### src/rtl/adc_seq_pkg.sv
package adc_seq_pkg;
  typedef enum logic [1:0] {
    IV_EACH = 2'd0,
    IV_SEQ  = 2'd1,
    IV_12   = 2'd2,
    IV_16   = 2'd3
  } ival_e;

  typedef enum logic [1:0] {
    ST_IDLE = 2'd0,
    ST_REQ  = 2'd1,
    ST_WAIT = 2'd2
  } st_e;

  localparam int unsigned RW = 16;
endpackage

### src/rtl/adc_seq_regs.sv
module adc_seq_regs
  import adc_seq_pkg::*;
#(
  parameter int unsigned SLOT_AW = 3,
  parameter int unsigned BUF_AW  = 4,
  parameter int unsigned CH_W    = 4,
  parameter int unsigned ADDR_W  = 5,
  localparam int unsigned NSLOT  = 1 << SLOT_AW
) (
  input  logic                            clk_i,
  input  logic                            rst_ni,
  input  logic                            we_i,
  input  logic [ADDR_W-1:0]               addr_i,
  input  logic [RW-1:0]                   wdata_i,
  input  logic                            busy_i,
  output logic [SLOT_AW-1:0]              start_idx_o,
  output logic [SLOT_AW-1:0]              end_idx_o,
  output logic [BUF_AW-1:0]               store_idx_o,
  output ival_e                           ival_o,
  output logic                            cont_o,
  output logic                            ie_o,
  output logic [NSLOT-1:0][CH_W-1:0]      slot_ch_o
);
  logic wr_ok;
  assign wr_ok = we_i && !busy_i;

  always_ff @(posedge clk_i or negedge rst_ni) begin
    if (!rst_ni) begin
      start_idx_o <= '0;
      end_idx_o   <= '0;
      store_idx_o <= '0;
      ival_o      <= IV_EACH;
      cont_o      <= 1'b0;
      ie_o        <= 1'b0;
      slot_ch_o   <= '0;
    end else if (wr_ok) begin
      if (addr_i == ADDR_W'(0)) begin
        store_idx_o <= wdata_i[8 +: BUF_AW];
        start_idx_o <= wdata_i[4 +: SLOT_AW];
        end_idx_o   <= wdata_i[0 +: SLOT_AW];
      end else if (addr_i == ADDR_W'(1)) begin
        ival_o <= ival_e'(wdata_i[11:10]);
        cont_o <= wdata_i[6];
        ie_o   <= wdata_i[5];
      end else if (addr_i[ADDR_W-1:SLOT_AW] == (ADDR_W-SLOT_AW)'(1)) begin
        slot_ch_o[addr_i[SLOT_AW-1:0]] <= wdata_i[CH_W-1:0];
      end
    end
  end
endmodule

### src/rtl/adc_seq_fsm.sv
module adc_seq_fsm
  import adc_seq_pkg::*;
#(
  parameter int unsigned SLOT_AW = 3,
  parameter int unsigned BUF_AW  = 4,
  parameter int unsigned CH_W    = 4,
  localparam int unsigned NSLOT  = 1 << SLOT_AW
) (
  input  logic                       clk_i,
  input  logic                       rst_ni,
  input  logic                       start_cmd_i,
  input  logic                       stop_cmd_i,
  input  logic [SLOT_AW-1:0]         start_idx_i,
  input  logic [SLOT_AW-1:0]         end_idx_i,
  input  logic [BUF_AW-1:0]          store_idx_i,
  input  logic                       cont_i,
  input  logic [NSLOT-1:0][CH_W-1:0] slot_ch_i,
  input  logic                       conv_done_i,
  output logic                       busy_o,
  output logic                       conv_start_o,
  output logic [CH_W-1:0]            conv_chan_o,
  output logic                       wr_en_o,
  output logic [BUF_AW-1:0]          wr_idx_o,
  output logic [SLOT_AW-1:0]         cfg_idx_o,
  output logic                       last_o,
  output logic                       seq_start_o
);
  st_e               st_q;
  logic [SLOT_AW-1:0] cfg_q;
  logic [BUF_AW-1:0]  bidx_q;
  logic               accept;

  assign accept = (st_q == ST_WAIT) && conv_done_i && !stop_cmd_i;
  assign last_o = (cfg_q == end_idx_i);

  always_ff @(posedge clk_i or negedge rst_ni) begin
    if (!rst_ni) begin
      st_q   <= ST_IDLE;
      cfg_q  <= '0;
      bidx_q <= '0;
    end else begin
      unique case (st_q)
        ST_IDLE: if (start_cmd_i) begin
          st_q   <= ST_REQ;
          cfg_q  <= start_idx_i;
          bidx_q <= store_idx_i;
        end
        default: begin
          if (stop_cmd_i) begin
            st_q <= ST_IDLE;
          end else if (st_q == ST_REQ) begin
            st_q <= ST_WAIT;
          end else if (accept) begin
            bidx_q <= bidx_q + 1'b1;
            if (last_o) begin
              if (cont_i) begin
                cfg_q <= start_idx_i;
                st_q  <= ST_REQ;
              end else begin
                st_q <= ST_IDLE;
              end
            end else begin
              cfg_q <= cfg_q + 1'b1;
              st_q  <= ST_REQ;
            end
          end
        end
      endcase
    end
  end

  assign busy_o       = (st_q != ST_IDLE);
  assign conv_start_o = (st_q == ST_REQ);
  assign conv_chan_o  = slot_ch_i[cfg_q];
  assign wr_en_o      = accept;
  assign wr_idx_o     = bidx_q;
  assign cfg_idx_o    = cfg_q;
  assign seq_start_o  = (st_q == ST_IDLE) && start_cmd_i;
endmodule

### src/rtl/adc_seq_flag.sv
module adc_seq_flag
  import adc_seq_pkg::*;
(
  input  logic  clk_i,
  input  logic  rst_ni,
  input  logic  seq_start_i,
  input  logic  sample_i,
  input  logic  last_i,
  input  logic  cont_i,
  input  ival_e ival_i,
  input  logic  clr_i,
  output logic  flag_o
);
  localparam int unsigned CNT_W = 4;
  logic [CNT_W-1:0] cnt_q;
  logic hit, set;

  always_comb begin
    unique case (ival_i)
      IV_12:   hit = (cnt_q == CNT_W'(11));
      IV_16:   hit = (cnt_q == CNT_W'(15));
      default: hit = 1'b0;
    endcase
  end

  always_comb begin
    unique case (ival_i)
      IV_EACH: set = sample_i;
      IV_SEQ:  set = sample_i && last_i && !cont_i;
      default: set = sample_i && hit;
    endcase
  end

  always_ff @(posedge clk_i or negedge rst_ni) begin
    if (!rst_ni) begin
      cnt_q  <= '0;
      flag_o <= 1'b0;
    end else begin
      if (seq_start_i)   cnt_q <= '0;
      else if (sample_i) cnt_q <= hit ? '0 : cnt_q + 1'b1;
      // a new result wins over a clear in the same cycle
      if (set)        flag_o <= 1'b1;
      else if (clr_i) flag_o <= 1'b0;
    end
  end
endmodule

### src/rtl/adc_seq_buf.sv
module adc_seq_buf #(
  parameter int unsigned BUF_AW = 4,
  parameter int unsigned DW     = 12,
  localparam int unsigned NBUF  = 1 << BUF_AW
) (
  input  logic              clk_i,
  input  logic              rst_ni,
  input  logic              we_i,
  input  logic [BUF_AW-1:0] widx_i,
  input  logic [DW-1:0]     wdata_i,
  input  logic [BUF_AW-1:0] ridx_i,
  output logic [DW-1:0]     rdata_o
);
  logic [NBUF-1:0][DW-1:0] mem_q;

  always_ff @(posedge clk_i or negedge rst_ni) begin
    if (!rst_ni)   mem_q <= '0;
    else if (we_i) mem_q[widx_i] <= wdata_i;
  end

  assign rdata_o = mem_q[ridx_i];
endmodule

### src/rtl/adc_seq_ctrl.sv
module adc_seq_ctrl
  import adc_seq_pkg::*;
#(
  parameter int unsigned SLOT_AW = 3,
  parameter int unsigned BUF_AW  = 4,
  parameter int unsigned CH_W    = 4,
  parameter int unsigned DW      = 12,
  localparam int unsigned NSLOT  = 1 << SLOT_AW,
  localparam int unsigned ADDR_W = BUF_AW + 1
) (
  input  logic              clk_i,
  input  logic              rst_ni,
  input  logic              reg_we_i,
  input  logic [ADDR_W-1:0] reg_addr_i,
  input  logic [RW-1:0]     reg_wdata_i,
  output logic [RW-1:0]     reg_rdata_o,
  output logic              conv_start_o,
  output logic [CH_W-1:0]   conv_chan_o,
  input  logic              conv_done_i,
  input  logic [DW-1:0]     conv_data_i,
  output logic              irq_o
);
  logic [SLOT_AW-1:0]         start_idx, end_idx, cfg_idx;
  logic [BUF_AW-1:0]          store_idx, wr_idx;
  ival_e                      ival;
  logic                       cont, ie, busy, flag, wr_en, last, seq_start;
  logic [NSLOT-1:0][CH_W-1:0] slot_ch;
  logic [DW-1:0]              buf_rd;
  logic                       stat_we, start_cmd, stop_cmd, clr_flag;

  assign stat_we   = reg_we_i && (reg_addr_i == ADDR_W'(2));
  assign start_cmd = stat_we && reg_wdata_i[0] && !busy;
  assign stop_cmd  = stat_we && !reg_wdata_i[0] && busy;
  assign clr_flag  = stat_we && !reg_wdata_i[1];

  adc_seq_regs #(.SLOT_AW(SLOT_AW), .BUF_AW(BUF_AW), .CH_W(CH_W), .ADDR_W(ADDR_W)) i_regs (
    .clk_i, .rst_ni,
    .we_i(reg_we_i), .addr_i(reg_addr_i), .wdata_i(reg_wdata_i), .busy_i(busy),
    .start_idx_o(start_idx), .end_idx_o(end_idx), .store_idx_o(store_idx),
    .ival_o(ival), .cont_o(cont), .ie_o(ie), .slot_ch_o(slot_ch)
  );

  adc_seq_fsm #(.SLOT_AW(SLOT_AW), .BUF_AW(BUF_AW), .CH_W(CH_W)) i_fsm (
    .clk_i, .rst_ni,
    .start_cmd_i(start_cmd), .stop_cmd_i(stop_cmd),
    .start_idx_i(start_idx), .end_idx_i(end_idx), .store_idx_i(store_idx),
    .cont_i(cont), .slot_ch_i(slot_ch), .conv_done_i,
    .busy_o(busy), .conv_start_o, .conv_chan_o,
    .wr_en_o(wr_en), .wr_idx_o(wr_idx), .cfg_idx_o(cfg_idx),
    .last_o(last), .seq_start_o(seq_start)
  );

  adc_seq_flag i_flag (
    .clk_i, .rst_ni,
    .seq_start_i(seq_start), .sample_i(wr_en), .last_i(last),
    .cont_i(cont), .ival_i(ival), .clr_i(clr_flag), .flag_o(flag)
  );

  adc_seq_buf #(.BUF_AW(BUF_AW), .DW(DW)) i_buf (
    .clk_i, .rst_ni,
    .we_i(wr_en), .widx_i(wr_idx), .wdata_i(conv_data_i),
    .ridx_i(reg_addr_i[BUF_AW-1:0]), .rdata_o(buf_rd)
  );

  assign irq_o = flag && ie;

  always_comb begin
    reg_rdata_o = '0;
    if (reg_addr_i[ADDR_W-1]) begin
      reg_rdata_o[DW-1:0] = buf_rd;
    end else if (reg_addr_i[ADDR_W-1:SLOT_AW] == (ADDR_W-SLOT_AW)'(1)) begin
      reg_rdata_o[CH_W-1:0] = slot_ch[reg_addr_i[SLOT_AW-1:0]];
    end else begin
      unique case (reg_addr_i)
        ADDR_W'(0): begin
          reg_rdata_o[8 +: BUF_AW]  = store_idx;
          reg_rdata_o[4 +: SLOT_AW] = start_idx;
          reg_rdata_o[0 +: SLOT_AW] = end_idx;
        end
        ADDR_W'(1): begin
          reg_rdata_o[11:10] = ival;
          reg_rdata_o[6]     = cont;
          reg_rdata_o[5]     = ie;
        end
        ADDR_W'(2): reg_rdata_o[1:0] = {flag, busy};
        default: ;
      endcase
    end
  end
endmodule

### config.mk
export PLATFORM = sky130hd
export DESIGN_NAME = adc_seq_ctrl
export DESIGN_NICKNAME = d
export VERILOG_FILES = /design/src/rtl/adc_seq_pkg.sv /design/src/rtl/adc_seq_regs.sv /design/src/rtl/adc_seq_fsm.sv /design/src/rtl/adc_seq_flag.sv /design/src/rtl/adc_seq_buf.sv /design/src/rtl/adc_seq_ctrl.sv
export SDC_FILE = /design/constraint.sdc
export NUM_CORES = 1
export LEC_CHECK = 0
export ABC_AREA = 1
export BUFFER_PORTS_ARGS = -buffer_cell sky130_fd_sc_hd__buf_2
export CORE_ASPECT_RATIO = 1.2
export CORE_MARGIN = 1.5
export CORE_UTILIZATION = 28
export DETAILED_ROUTE_END_ITERATION = 10
export REMOVE_ABC_BUFFERS = 1
export SETUP_SLACK_MARGIN = 0.5
export SYNTH_ARGS = -nofsm -noshare
export SYNTH_HDL_FRONTEND = slang
export SYNTH_SLANG_ARGS = --single-unit
export TNS_END_PERCENT = 100
### constraint.sdc
create_clock -name clk_i -period 1.6 [get_ports clk_i]
set_input_delay 0.16 -clock clk_i [delete_from_list [all_inputs] [get_ports clk_i]]
set_output_delay 0.16 -clock clk_i [all_outputs]
set_load 0.03 [all_outputs]
==> results of run 1 <==
report_power, final:
group / leakage [uW] / total (uW) / switching [uW] / internal, uW
Sequential: 0.00337 / 10400 / 1810 / 8590
Clock: 0.000492 / 7100 / 2790 / 4310
Combinational: 0.00612 / 14100 / 7830 / 6300
registers in the layout, summed over array words and instances (netlist names):
name / flops
i_regs.end_idx_o: 3
i_regs.slot_ch_o: 32
i_regs.ie_o: 1
i_regs.store_idx_o: 4
i_fsm.cfg_idx_o: 3
i_flag.flag_o: 1
i_regs.ival_o: 2
i_flag.cnt_q: 4
i_fsm.st_q: 2
i_regs.start_idx_o: 3
i_regs.cont_o: 1
i_fsm.wr_idx_o: 4
i_buf.mem_q: 192
worst min-delay path, delay by kind of cell:
kind / cells / cell delay, ns
buffers and inverters: 2 / 0.21
AO/OA/AOI/OAI: 1 / 0.17
cell usage in the layout (no fill, tap or decap), types with 9 or more instances in the layout:
cell	count
nor2_4	18
buf_4	146
a21oi_2	9
o21ai_2	11
buf_8	24
nand3_4	15
nand2_4	34
nor2_2	14
nand3_1	91
buf_6	62
inv_1	61
a21oi_1	18
nand2_2	164
nand2_1	610
nand3_2	143
nand2_8	31
clkbuf_16	34
buf_16	13
buf_12	52
dfrtp_1	249
o21ai_0	50
o21ai_1	30
buf_2	30
nor2_1	49
nand4_1	48
inv_2	14
metal layers:
layer	routed length [um]	up-vias	track usage	share of wire
li1	-	6397	-	-
met1	21410	7087	0.2711	0.38
met2	27600	692	0.3895	0.49
met3	3990	231	0.03200	0.070
met4	3857	6	0.1280	0.068
met5	33	-	0	0.00058
logic make-up (layout without fill, tap and decap cells):
logic type,after synthesis,count (layout),synth area share
other,1,4,0.0002841
xor gates and xnor gates,6,6,0.003982
muxes,3,3,0.002560
DFF,252,252,0.4778
buffers and inverters,217,487,0.07300
AOI/OAI and AO/OA,129,129,0.05044
and+or+nand+nor,1218,1225,0.3862
adders and majority gates,6,6,0.005688
metrics by stage:
stage                     hold WS [ns]  utilization
final                          0.02735       0.4512
after global routing           0.06099       0.4512
after CTS                      0.02201       0.4201
after detailed placement        0.1467       0.3266
after global placement          0.1414       0.3266
after floorplan                -0.1356            -
repair_timing:
| action | CTS | global route |
|---|---|---|
| pin swaps | 192 | 121 |
| buffers inserted | 60 | 36 |
| hold buffers | 8 | 0 |
| gates cloned | 26 | 8 |
| endpoints found under the setup margin | 270 | 270 |
| gates resized for setup | 568 | 261 |
| endpoints found under the hold margin | 226 | 0 |
how the worst max path moves through the flow:
stage	from	slack (ns)	end
after floorplan	reg_addr_i[0]	-1.40	i_buf.mem_q[72]
after global placement	reg_addr_i[0]	-0.42	reg_rdata_o[3]
after detailed placement	reg_addr_i[0]	-0.44	reg_rdata_o[3]
after CTS	i_fsm.cfg_idx_o[1]	-0.43	conv_chan_o[1]
after global routing	i_fsm.cfg_idx_o[0]	-0.51	conv_chan_o[2]
final	i_fsm.cfg_idx_o[0]	-0.42	conv_chan_o[3]
final cells by class:
cell class              instances  area share
repair buffers                340      0.1872
clock buffers                  40     0.04057
multi-input cells            1373      0.3980
well taps                     616     0.03692
flip-flops and latches        252      0.3022
clock inverters                10    0.007611
inverters                      89     0.01912
repair inverters                8    0.008330
==> metrics.md, run 1 <==
| Metric | Value |
|---|---|
| Final worst path period share | 1.265 |
| Period minus WS final | approximately 2.0 ns |
| Worst r2r src | i_fsm.st_q[1] |
| Fin. Hold Viols | 0 |
| Antenna diodes | 0 |
| Post-Syn Area | between 0.01 and 0.015 sq mm |
| WS Path Type | flip-flop to output pin |
| Worst Path Required | roughly 1.4 ns |
| Clock Sinks | approximately 250 |
| Power Density | around 1500 mW/mm^2 |
| Share of the synthesized area in the top cell type | 0.4778 |
| # H-tree levels | 1 |
| Buffers on Ports | 49 |
| Slowest Stage Delay on Critical Path | 0.39 ns |
| Row count | between 80 and 90 |
| Final instance area | ~0.021 sq mm |
| Sequential area share after synthesis | 0.4778 |
| Starting density of the core | 0.2852 |
| CP endpoint kind | output pin |
| Initial drt markers | 1286 |
| Nets | ~2100 |
| Final Setup Violations | ~250 |
| Die Height | roughly 240 um |
| Maximum clock path buffer count | 3 |
| Vias after detailed routing | 14410 |
| Worst Path Arrival | 1.86 ns |
| Area post-placement | roughly 0.015 sq mm |
| Worst hold path class | primary input to flip-flop |
| Total chip power | 31630 uW |
| Leakage | 0.009974 uW |
| Synth area leaders | dfrtp_1 (48%), nand2_1 (23%), nand3_1 (9.4%), o21ai_0 (3.4%), inv_1 (2.4%) |
| Worst slew margin | 0.4674 |
| Hold depth | 3 |
| DRC Markers | 0 |
| Cells after Synth | approximately 1800 |
| Final Max Tran Viols | 0 |
| Worst skew pair latency | 0.56 ns |
| Largest net degree at the start of global routing | 55 |
| Worst hold endpoint | i_regs.slot_ch_o[7] |
| Synth cell count leaders | nand2_1 (819), dfrtp_1 (252), nand3_1 (248), o21ai_0 (89), inv_1 (83) |
| CTS Buf Count | 28 |
| CP Cell Sequence | inv_4 > clkbuf_16 > a21oi_1 > o21ai_0 > a31oi_1 > buf_4 |
| Critical path depth | 6 |
| RSZ-0062 raised after global routing | yes |
| Synthesized area per cell | roughly 7.2 sq um |
| Total Neg Setup Slack | -38.23 ns |
| Number of synthesized flops with an enable pin | 0 |
| Reg clk slew, reported paths | about 0.06 ns |
| Clock skew | about 0.0092 ns |
| Number of I/O pins | 59 |
| Cell taking the most area after synthesis | dfrtp_1 |
| Worst vdd ir | 0.0009181 V |
| Status | finished, violations left |
| Top_reg_cell synth | dfrtp_1 |
| Vias per std cell | about 5.3 |
| Die W | 201.2 um |
| ANT nets after route | 0 |
| Slowest-stage cell, CP | dfrtp_1 |
| Share of cells above drive strength 1 | 0.4110 |
| Register area | roughly 0.0063 sq mm |
| CTS tree | yes |
| Cells on worst reg2reg path | 12 |
| Pre-CTS setup slack | -0.4387 ns |
| Cell Count, Final, Fillers Out | around 2700 |
| Tot GR Track Use | 0.2258 |
| Synthesized flop and latch total | about 250 |
| Wirelength, routed | ~57000 um |
| Critical path buffer and inverter count | 3 |
| Fillers | around 4300 |
| Worst Min Path Start | reg_wdata_i[3] |
| Post-synth cell types | 35 |
| Actual slew at the worst max-slew pin | about 0.8 ns |
| Initial antenna violation count | 3 |
| Layout Area Growth over Synthesis | 58.19% |
| Clock Tree Root | clkbuf_16 |
| Footprint of the multi-input gates | just over 0.008 sq mm |
| Most common cell in the netlist | nand2_1 |
| R2R Path End | i_buf.mem_q[134] |
| Violated checks | setup timing |
| CORE AREA | approximately 0.046 sq mm |
| Pre-antenna DRT Iters | 7 |
| Setup WS post-layout | -0.4246 ns |
| RePlAce Congestion | between 1 and 1.5 |
| WL/cell | around 21 um |
| Total grt overflow | 0 |
| Vias in the first global route | roughly 14000 |
| Maxcap violations | 0 |
| Max Freq | around 490 MHz |
| R2R Setup Slk | -0.22 ns |
| First-pass GRT wire length | about 85000 um |
| CP Launch Type | flip-flop |
| Die ar. | around 0.048 sq mm |
| Crit-path leading delay family | buffers and inverters |
| Async SR Flop Fraction | 1.000 |
| Yosys Warn Count | 0 |
| Max FO, Critical Path | 14 |
| DP HPWL | between 30000 and 40000 um |
| Inst Count DP | 2540 |
Power figures use the tool's default switching activity.
==> run 2, diff against run 1 <==
--- a/config.mk
+++ b/config.mk
@@ -7,8 +7,8 @@
 export LEC_CHECK = 0
 export ABC_AREA = 1
 export BUFFER_PORTS_ARGS = -buffer_cell sky130_fd_sc_hd__buf_2
+export CAP_MARGIN = 15
 export CORE_ASPECT_RATIO = 1.2
-export CORE_MARGIN = 1.5
 export CORE_UTILIZATION = 28
 export DETAILED_ROUTE_END_ITERATION = 10
 export REMOVE_ABC_BUFFERS = 1
@@ -16,4 +16,4 @@
 export SYNTH_ARGS = -nofsm -noshare
 export SYNTH_HDL_FRONTEND = slang
 export SYNTH_SLANG_ARGS = --single-unit
-export TNS_END_PERCENT = 100
+export TNS_END_PERCENT = 5
==> run 2 against run 1 <==
Compared with the run above: the flow still finishes with violations (setup timing); clock-buffer cell count is 2 higher; via count is 9.9% lower; fmax is 2.4% lower; worst hold slack better by 0.0047 ns; first-iteration DRC count is 23% lower; setup slack worse by 0.049 ns; sequential share of layout area is 6.5 points higher; global-route usage is 2.7 points lower; clock power is 2% lower; combinational power is 35% lower; highest routed layer is now met4.
==> metrics.md, run 2 (synthesis results as in run 1) <==
| Metric | Value |
|---|---|
| Pre-CTS setup slack | -0.4490 ns (was -0.4387 ns) |
| Die W | 200.2 um (was 201.2 um) |
| Final Setup Violations | 55 (was 251) |
| CTS Buf Count | 28 (unchanged) |
| Die ar. | 0.04801 sq mm (was 0.04845 sq mm) |
| Reg clk slew, reported paths | 0.06 ns (about the same) |
| Maximum clock path buffer count | 3 (unchanged) |
| Crit-path leading delay family | buffers and inverters (unchanged) |
| Max Freq | 482.2 MHz (was 493.9 MHz) |
| ANT nets after route | 0 (unchanged) |
| Most frequent cells in the layout | nand2_1 (768), dfrtp_1 (250), nand3_1 (222), buf_4 (152), inv_1 (65) (was nand2_1 (610), dfrtp_1 (249), nand2_2 (164), buf_4 (146), nand3_2 (143)) |
| Slowest-stage cell, CP | dfrtp_1 (unchanged) |
| Post-route met1 wirelength | 19370 um (was 21410 um) |
| Initial antenna violation count | 0 (was 3) |
| DP HPWL | 33990 um (was 34450 um) |
| Most common cell after layout, fill and taps aside | nand2_1 (unchanged) |
| Final Max Tran Viols | 0 (unchanged) |
| CP Cell Sequence | inv_2 > buf_12 > buf_16 > a21oi_2 > o21ai_1 > nand2_1 > nor2_1 > a31oi_1 > buf_4 (was inv_4 > clkbuf_16 > a21oi_1 > o21ai_0 > a31oi_1 > buf_4) |
| RePlAce Congestion | 0.9856 (was 1.024) |
| Wirelength, routed | 47920 um (was 56900 um) |
| WS Path Type | flip-flop to output pin (unchanged) |
| Worst slew margin | 0.5958 (was 0.4674) |
| Row count | 86 (unchanged) |
| Status | finished, violations left (unchanged) |
| Starting density of the core | 0.2852 (unchanged) |
| Initial drt markers | 986 (was 1286) |
| Fillers | 4782 (was 4317) |
| Nets | 2029 (was 2135) |
| Total grt overflow | 0 (unchanged) |
| Largest Register | i_buf.mem_q (unchanged) |
| Vias per std cell | 4.950 (was 5.283) |
| WL/cell | 18.26 um (was 20.86 um) |
| Vias after detailed routing | 12990 (was 14410) |
| Max FO, Critical Path | 7 (was 14) |
| Cells on worst reg2reg path | 7 (was 12) |
| Slowest Stage Delay on Critical Path | 0.38 ns (was 0.39 ns) |
| Buffers on Ports | 49 (unchanged) |
| Largest net degree at the start of global routing | 69 (was 55) |
| Period minus WS final | 2.074 ns (was 2.025 ns) |
| R2R Path End | i_buf.mem_q[6] (was i_buf.mem_q[134]) |
| Worst Min Path Start | reg_wdata_i[2] (was reg_wdata_i[3]) |
| R2R Setup Slk | -0.08 ns (was -0.22 ns) |
| CP Launch Type | flip-flop (unchanged) |
| Fin. Hold Viols | 0 (unchanged) |
| Worst r2r src | i_fsm.wr_idx_o[1] (was i_fsm.st_q[1]) |
| Footprint of the multi-input gates | 0.006486 sq mm (was 0.008309 sq mm) |
| Max reg flops | 192 (unchanged) |
| CTS tree | yes (unchanged) |
| CP endpoint kind | output pin (unchanged) |
| Worst Path Required | 1.44 ns (about the same) |
| Leakage | 0.008934 uW (was 0.009974 uW) |
| Worst hold endpoint | i_regs.slot_ch_o[2] (was i_regs.slot_ch_o[7]) |
| Largest registers | i_buf.mem_q: 192 flops, i_regs.slot_ch_o: 32 flops (unchanged) |
| Die Height | 239.8 um (was 240.8 um) |
| Share of cells above drive strength 1 | 0.2216 (was 0.4110) |
| DR WL met2 | 23070 um (was 27600 um) |
| Worst hold path class | primary input to flip-flop (unchanged) |
| Layout Area Growth over Synthesis | 30.30% (was 58.19%) |
| # H-tree levels | 1 (unchanged) |
| Pre-antenna DRT Iters | 5 (was 7) |
| Actual slew at the worst max-slew pin | 0.6063 ns (was 0.7989 ns) |
| First-pass GRT wire length | 73930 um (was 84590 um) |
| RSZ-0062 raised after global routing | yes (unchanged) |
| Number of I/O pins | 59 (unchanged) |
| Critical path buffer and inverter count | 4 (was 3) |
| Clock skew | 0.01013 ns (was 0.009175 ns) |
| Tot GR Track Use | 0.1989 (was 0.2258) |
| Maxcap violations | 0 (unchanged) |
| Hold depth | 3 (unchanged) |
| Violated checks | setup timing (unchanged) |
| Worst Path Arrival | 1.91 ns (was 1.86 ns) |
| Uppermost layer routed | met4 (was met5) |
| Setup WS post-layout | -0.4739 ns (was -0.4246 ns) |
| Hold WS | 0.03203 ns (was 0.02735 ns) |
| Power Density | 1537 mW/mm^2 (was 1515 mW/mm^2) |
| Met3 routed WL | 2866 um (was 3990 um) |
| Clock Tree Root | clkbuf_16 (unchanged) |
| Cell Count, Final, Fillers Out | 2624 (was 2728) |
| DRC Markers | 0 (unchanged) |
| CORE AREA | 0.04627 sq mm (unchanged) |
| Clock Sinks | 252 (unchanged) |
| Final worst path period share | 1.296 (was 1.265) |
| Worst vdd ir | 0.001114 V (was 0.0009181 V) |
| Antenna diodes | 0 (unchanged) |
| Vias in the first global route | 12770 (was 14260) |
| Inst Count DP | 2530 (was 2540) |
| Worst skew pair latency | 0.56 ns (about the same) |
| Register area | 0.006309 sq mm (was 0.006310 sq mm) |
-- run 2: tightest hold or removal path: cells and delay by family --
family,cells,cell delay (ns)
AO/OA/AOI/OAI,1,0.17
buffers and inverters,2,0.23
-- run 2: timing repair --
action	in CTS	in global routing
gates cloned	2	0
hold buffers	9	0
setup endpoints to repair	270	270
buffers inserted	12	19
endpoints found under the hold margin	264	0
resized for setup	160	98
pin swaps	62	70
-- run 2: power by group --
group | leakage, uW | internal, uW | switching, uW
sequential | 0.00337 | 8580 | 1700
clock | 0.000474 | 4240 | 2720
combinational | 0.00509 | 3720 | 5470
-- run 2: final cells by class --
class                      count  area share
clock buffer                  42     0.04853
inverter                      89     0.02066
clock inverter                10    0.009313
sequential                   252      0.3669
timing repair buffer         249      0.1326
multi-input combinational   1366      0.3772
tap                          616     0.04482
-- run 2: worst max-delay path by stage --
stage / cells after the start / startpoint / endpoint / slack (ns)
3_5_place_dp: 10 / reg_addr_i[1] / reg_rdata_o[8] / -0.45
6_report: 9 / i_fsm.cfg_idx_o[0] / conv_chan_o[0] / -0.47
2_1_floorplan: 9 / reg_addr_i[0] / i_buf.mem_q[72] / -1.40
3_3_place_gp: 10 / reg_addr_i[1] / reg_rdata_o[8] / -0.42
5_1_grt: 9 / i_fsm.cfg_idx_o[0] / conv_chan_o[0] / -0.55
4_1_cts: 9 / i_fsm.cfg_idx_o[0] / conv_chan_o[0] / -0.45
-- run 2: routing by layer --
| metal | vias to the layer above | GRT usage |
|---|---|---|
| met1 | 6179 | 0.2427 |
| met5 | - | 0 |
| met2 | 519 | 0.3413 |
| met4 | 0 | 0.1042 |
| met3 | 135 | 0.02707 |
| li1 | 6156 | - |
-- run 2: metrics by stage --
step	total power, uW	util	cell area, sq um	setup TNS (ns)
floorplan	14070	-	12580	-262.66
global placement	17900	0.3255	15060	-65.17
CTS	25930	0.3623	16760	-8.026
detailed placement	18070	0.3255	15060	-70.49
finish	26440	0.3717	17200	-7.282
global route	27950	0.3717	17200	-14.24
